`config.mk`:
```
export PLATFORM = sky130hd
export DESIGN_NAME = pfc_gate
export DESIGN_NICKNAME = d
export VERILOG_FILES = /design/src/rtl/pfc_pkg.sv /design/src/rtl/pfc_rx_parser.sv /design/src/rtl/pfc_pause_timer.sv /design/src/rtl/pfc_backpressure.sv /design/src/rtl/pfc_gate.sv
export SDC_FILE = /design/constraint.sdc
export NUM_CORES = 1
export LEC_CHECK = 0
export BUFFER_PORTS_ARGS = -buffer_cell sky130_fd_sc_hd__buf_2
export CORE_ASPECT_RATIO = 1.75
export CORE_UTILIZATION = 63
export CTS_CLUSTER_DIAMETER = 50
export CTS_CLUSTER_SIZE = 40
export DETAILED_ROUTE_END_ITERATION = 16
export PLACE_DENSITY_LB_ADDON = 0.15
export SETUP_SLACK_MARGIN = 0.2
export SLEW_MARGIN = 5
export SYNTH_ARGS = -nofsm -noshare
export SYNTH_HDL_FRONTEND = slang
export SYNTH_SLANG_ARGS = --single-unit
export TNS_END_PERCENT = 30
```
`constraint.sdc`:
```
create_clock -name clk -period 5.6 [get_ports clk]
set_clock_uncertainty 0.2 [all_clocks]
set_input_delay 0.56 -clock clk [delete_from_list [all_inputs] [get_ports clk]]
set_output_delay 0.56 -clock clk [all_outputs]
set_load 0.01 [all_outputs]
```
`src/rtl/pfc_pkg.sv`:
```
package pfc_pkg;

    localparam int POS_W     = 5;
    localparam int HDR_BYTES = 16;
    localparam int MIN_BYTES = 18;
    localparam int POS_TIME_HI = 16;
    localparam int POS_TIME_LO = 17;

    typedef struct packed {
        logic       care;
        logic [7:0] val;
    } exp_byte_t;

    typedef struct packed {
        logic is_ctrl;
        logic t_zero;
        logic t_max;
    } parse_res_t;

    // Expected header byte at a given position; address of sender is don't-care.
    function automatic exp_byte_t ctl_expect(input logic [POS_W-1:0] pos);
        exp_byte_t e;
        e.care = 1'b1;
        e.val  = 8'h00;
        case (pos)
            5'd0:  e.val = 8'h01;
            5'd1:  e.val = 8'h80;
            5'd2:  e.val = 8'hC2;
            5'd3:  e.val = 8'h00;
            5'd4:  e.val = 8'h00;
            5'd5:  e.val = 8'h01;
            5'd12: e.val = 8'h88;
            5'd13: e.val = 8'h08;
            5'd14: e.val = 8'h00;
            5'd15: e.val = 8'h01;
            default: e.care = 1'b0;
        endcase
        return e;
    endfunction

endpackage

```
`src/rtl/pfc_rx_parser.sv`:
```
module pfc_rx_parser
    import pfc_pkg::*;
(
    input  logic       clk,
    input  logic       rst,
    input  logic       rx_valid,
    input  logic       rx_sof,
    input  logic [7:0] rx_data,
    output parse_res_t res
);
    localparam logic [POS_W-1:0] POS_MAX = '1;

    logic [POS_W-1:0] pos_q, pos;
    logic             hdr_ok_q;
    logic             hi_ff_q, hi_00_q, lo_ff_q, lo_00_q;
    exp_byte_t        exp_b;
    logic             byte_ok;

    always_comb begin
        pos     = rx_sof ? '0 : pos_q;
        exp_b   = ctl_expect(pos);
        byte_ok = !exp_b.care || (rx_data == exp_b.val);
    end

    always_ff @(posedge clk) begin
        if (rst) begin
            pos_q    <= '0;
            hdr_ok_q <= 1'b0;
            hi_ff_q  <= 1'b0;
            hi_00_q  <= 1'b0;
            lo_ff_q  <= 1'b0;
            lo_00_q  <= 1'b0;
        end else if (rx_valid) begin
            pos_q    <= (pos == POS_MAX) ? pos : pos + 1'b1;
            hdr_ok_q <= (rx_sof | hdr_ok_q) & byte_ok;
            if (pos == POS_W'(POS_TIME_HI)) begin
                hi_ff_q <= (rx_data == 8'hFF);
                hi_00_q <= (rx_data == 8'h00);
            end
            if (pos == POS_W'(POS_TIME_LO)) begin
                lo_ff_q <= (rx_data == 8'hFF);
                lo_00_q <= (rx_data == 8'h00);
            end
        end
    end

    always_comb begin
        res.is_ctrl = hdr_ok_q && (pos_q >= POS_W'(HDR_BYTES));
        res.t_zero  = res.is_ctrl && (pos_q >= POS_W'(MIN_BYTES)) && hi_00_q && lo_00_q;
        res.t_max   = res.is_ctrl && (pos_q >= POS_W'(MIN_BYTES)) && hi_ff_q && lo_ff_q;
    end

endmodule

```
`src/rtl/pfc_pause_timer.sv`:
```
module pfc_pause_timer #(
    parameter int QUANTUM_CYC = 256,
    parameter int MAX_QUANTA  = 65535
) (
    input  logic clk,
    input  logic rst,
    input  logic fc_en,
    input  logic load_max,
    input  logic load_zero,
    input  logic tx_busy,
    output logic tx_hold
);
    localparam int REM_W = (MAX_QUANTA < 2) ? 1 : $clog2(MAX_QUANTA + 1);
    localparam int SUB_W = (QUANTUM_CYC < 2) ? 1 : $clog2(QUANTUM_CYC);

    logic [REM_W-1:0] rem_q, rem_d;
    logic [SUB_W-1:0] sub_q, sub_d;
    logic             hold_q, hold_d;

    always_comb begin
        rem_d = rem_q;
        sub_d = sub_q;
        if (!fc_en) begin
            rem_d = '0;
            sub_d = '0;
        end else if (load_max) begin
            rem_d = REM_W'(MAX_QUANTA);
            sub_d = '0;
        end else if (load_zero) begin
            rem_d = '0;
            sub_d = '0;
        end else if (rem_q != '0) begin
            if (sub_q == SUB_W'(QUANTUM_CYC - 1)) begin
                sub_d = '0;
                rem_d = rem_q - 1'b1;
            end else begin
                sub_d = sub_q + 1'b1;
            end
        end
        // hold may only rise while egress is idle
        hold_d = (rem_d != '0) && (hold_q || !tx_busy);
    end

    always_ff @(posedge clk) begin
        if (rst) begin
            rem_q  <= '0;
            sub_q  <= '0;
            hold_q <= 1'b0;
        end else begin
            rem_q  <= rem_d;
            sub_q  <= sub_d;
            hold_q <= hold_d;
        end
    end

    assign tx_hold = hold_q;

endmodule

```
`src/rtl/pfc_backpressure.sv`:
```
module pfc_backpressure #(
    parameter int COL_LIMIT = 48,
    parameter int COL_W     = $clog2(COL_LIMIT + 1)
) (
    input  logic             clk,
    input  logic             rst,
    input  logic             bp_on,
    input  logic             frame_start,
    input  logic             frame_end,
    output logic             force_col,
    output logic [COL_W-1:0] col_count
);
    logic [COL_W-1:0] cnt_q;
    logic             pass_q;
    logic             col_q;

    always_ff @(posedge clk) begin
        if (rst || !bp_on) begin
            cnt_q  <= '0;
            pass_q <= 1'b0;
            col_q  <= 1'b0;
        end else begin
            col_q <= 1'b0;
            if (frame_start) begin
                if (cnt_q == COL_W'(COL_LIMIT)) begin
                    pass_q <= 1'b1;
                end else begin
                    cnt_q <= cnt_q + 1'b1;
                    col_q <= 1'b1;
                end
            end else if (frame_end && pass_q) begin
                cnt_q  <= '0;
                pass_q <= 1'b0;
            end
        end
    end

    assign force_col = col_q;
    assign col_count = cnt_q;

endmodule

```
`src/rtl/pfc_gate.sv`:
```
module pfc_gate
    import pfc_pkg::*;
#(
    parameter int QUANTUM_CYC = 256,
    parameter int MAX_QUANTA  = 65535,
    parameter int COL_LIMIT   = 48,
    localparam int COL_W      = $clog2(COL_LIMIT + 1)
) (
    input  logic             clk,
    input  logic             rst,
    input  logic             strap_fc_en,
    input  logic             strap_bp_en,
    input  logic             pause_ability,
    input  logic             rx_valid,
    input  logic             rx_sof,
    input  logic [7:0]       rx_data,
    input  logic             rx_eof,
    input  logic             rx_crc_ok,
    input  logic             tx_busy,
    input  logic             bp_req,
    output logic             tx_hold,
    output logic             pkt_drop,
    output logic             force_col,
    output logic [COL_W-1:0] col_count
);
    logic       fc_strap_q, bp_strap_q;
    logic       drop_q;
    parse_res_t res;
    logic       fc_en, good_end, load_max, load_zero;

    // straps are captured only while reset is held
    always_ff @(posedge clk) begin
        if (rst) begin
            fc_strap_q <= strap_fc_en;
            bp_strap_q <= strap_bp_en;
        end
    end

    pfc_rx_parser u_parser (
        .clk      (clk),
        .rst      (rst),
        .rx_valid (rx_valid),
        .rx_sof   (rx_sof),
        .rx_data  (rx_data),
        .res      (res)
    );

    always_comb begin
        fc_en     = fc_strap_q && pause_ability;
        good_end  = rx_eof && rx_crc_ok;
        load_max  = good_end && res.t_max;
        load_zero = good_end && res.t_zero;
    end

    always_ff @(posedge clk) begin
        if (rst) drop_q <= 1'b0;
        else     drop_q <= rx_eof && res.is_ctrl;
    end
    assign pkt_drop = drop_q;

    pfc_pause_timer #(
        .QUANTUM_CYC (QUANTUM_CYC),
        .MAX_QUANTA  (MAX_QUANTA)
    ) u_timer (
        .clk       (clk),
        .rst       (rst),
        .fc_en     (fc_en),
        .load_max  (load_max),
        .load_zero (load_zero),
        .tx_busy   (tx_busy),
        .tx_hold   (tx_hold)
    );

    pfc_backpressure #(
        .COL_LIMIT (COL_LIMIT),
        .COL_W     (COL_W)
    ) u_bp (
        .clk         (clk),
        .rst         (rst),
        .bp_on       (bp_strap_q && bp_req),
        .frame_start (rx_valid && rx_sof),
        .frame_end   (rx_eof),
        .force_col   (force_col),
        .col_count   (col_count)
    );

endmodule

```
==> results.toml <==
[run_status]
outcome = "finished clean"

[sta]
finalSetupTns_ns = 0
period_share_pct = 49.8
worstMarginPinSlew_ns = 0.633
hold_viol_final = 0
slew_violations = 0
setup_viol = 0
fin_crit_ns = 2.79
fmax_ghz = 0.359
rsz0062_at_grt = "false"
relSlewSlack_pct = 57.7

[routing]
totalWireLength_mm = 5.37
via_per_inst = 5.90
drc_errors = 0
drtIter0Drc = 65
wl_per_cell_um = 14.0
drtAntennaViolNets = 0
drtPass1Iterations = 4
num_vias = 2265

[placement]
hpwlAfterDp_mm = 4.02
placed_cell_area_um2 = 2690
port_buffers = 27
gp_congestion = 0.979

[logic_synthesis]
synth_common_cells = "nor2_1 (53), dfxtp_1 (44), a21oi_1 (24), nand2_1 (23), xor2_1 (20)"
yosysMostFrequentCell = "nor2_1"
ys.flop_type = "dfxtp_1"
synth_area_leader_cell = "dfxtp_1"
synth_area_per_cell_um2 = 8.13
ys_types = 52
netlist.area_leader.share_pct = 34.9
synth.ff_latch_count = 46
synth-edff-count = 2
async_reset_ff_share_pct = 0
synth_warnings = 0
synth_area_leaders = "dfxtp_1 (35%), nor2_1 (7.9%), xor2_1 (6.9%)"
synthCells = 311
syn-num-nets = 339
ys_seq_area_share_pct = 37.2
synth_area_um2 = 2530

[clock_tree]
cts_setup_buffers = 0
cts-root-buf = "clkbuf_8"
cts_sinks = 46
clockBufferDepth = 2
numCtsBuffers = 5
clkLatencyLatePin_ns = 0.30
cts_tree = "done"
path_clk_slew_ns = 0.09
cts.repair.resized = 0
htree_levels = 2
cts_hold_buf = 0

[global_routing]
antenna_found_initial = 0
grt_max_degree = 19
grt_use_total_pct = 27.3
grt_pass1_wl_mm = 9.06
grt_overflow = 0
grt_pass1_vias = 2164

[flow_run]
maxCapViolCount = 0

[power]
pwr_density_cell_nw_per_um2 = 220
leakage_nw = 1.12
ir_drop_mv = 0.220

[cells_and_area]
syn_to_final_growth_pct = 10.8
drive_above_1_share_pct = 15.2
fillers = 298
nets = 363
antenna_cells = 0
fin_area_um2 = 2800

[worst_setup_path]
required_ns = 5.59
rr_worst_depth = 7
cp-end-kind = "flop"
arrival_ns = 2.78
crit_path_start_kind = "flop"
crit_type = "flop to flop"
path_max_fanout = 7

[floorplanning]
die_height_um = 85.8
die_w_um = 49.9
ioPinCount = 28
fp.coreArea_um2 = 3870
die_area_um2 = 4280
start_util_pct = 65.4
rows = 30

[worst_hold_path]
min_delay_path_depth = 1
worstHoldPathType = "input pin to flop"
[final timing paths]
check / from / endpoint / slack (ns)
worst max-delay path: u_timer.rem_q[10] / u_timer.tx_hold / 2.81
worst min-delay path: strap_bp_en / bp_strap_q / 0.24
worst max register to register: u_timer.rem_q[10] / u_timer.tx_hold / 2.81
worst min register to register: u_parser.lo_00_q / u_parser.lo_00_q / 0.27
[kinds of logic (layout without fill, tap and decap cells)]
logic type      Yosys count  count (layout)  synth area share, %
compound gates           54              54                 13.5
xor+xnor                 28              28                 9.70
mux                       6               6                 2.43
fa+ha+maj                 9               9                 4.46
simple gates            148             148                 29.7
buf+inv                  20              45                 3.02
flops                    46              46                 37.2
[state kept, by name (all words and copies together) (netlist names), 5 cells and up]
name	count
u_parser.pos_q	5
u_bp.col_count	6
u_timer.rem_q	16
u_timer.sub_q	8
[metal layers]
metal  vias up  global-route usage, %  wire length, µm
met5         -                      0                0
li1       1137                      -                -
met3        15                   4.43              217
met1      1040                   26.4             1990
met4         0                   14.0              167
met2        73                   53.1             2990
[where the power goes]
part,leakage (nW),internal (mW),switching (mW)
Combinational,0.691,0.0140,0.0193
Sequential,0.374,0.332,0.00185
Clock,0.0585,0.134,0.115
Total,1.12,0.480,0.136
[worst max-delay path, stage by stage (launching register included)]
cell and delay, ns:
dfxtp_1 0.36, or4_4 0.54, or4b_4 0.58, or2_1 0.36, nand4_1 0.15, xor2_1 0.19, o211a_2 0.22, a31oi_1 0.08
[layout make-up]
cell class	instances	area (µm²)	area share (%)
clock inverter	3	43.8	1.56
multi-input combinational	245	1510	53.9
inverter	9	33.8	1.21
timing repair buffer	28	143	5.09
sequential	46	941	33.6
tap	48	60.1	2.14
clock buffer	5	68.8	2.46
[cell usage in the layout (no fill, tap or decap), types with 2 or more instances in the layout]
cell / count
xnor2_1: 8
a41oi_1: 3
or3_2: 2
nor3_1: 13
and2_1: 2
ha_1: 9
inv_1: 9
o211ai_1: 2
or4_1: 3
nand4_1: 10
mux2i_1: 5
or4_4: 2
or2_2: 2
nor2_1: 53
dfxtp_1: 44
a21oi_1: 24
o21ai_0: 13
buf_2: 27
edfxtp_1: 2
nand3b_1: 3
nand3_1: 14
xor2_1: 20
or3_1: 3
clkbuf_8: 5
nor4_1: 2
and3_1: 2
nand2b_1: 4
nand2_1: 23
[metrics by stage]
step | cells | hold WS (ns) | total power, mW | worst slack (ns) | util (%)
after detailed placement | 376 | 0.267 | 0.375 | 2.69 | 69.5
after floorplan | 311 | 0.237 | 0.361 | 2.93 | -
final | 384 | 0.235 | 0.616 | 2.81 | 72.4
after global routing | 384 | 0.217 | 0.636 | 2.65 | 72.4
after CTS | 384 | 0.224 | 0.619 | 2.83 | 72.4
after global placement | 376 | 0.252 | 0.374 | 2.73 | 69.5
Note: power is estimated with default switching activity, not from simulation.
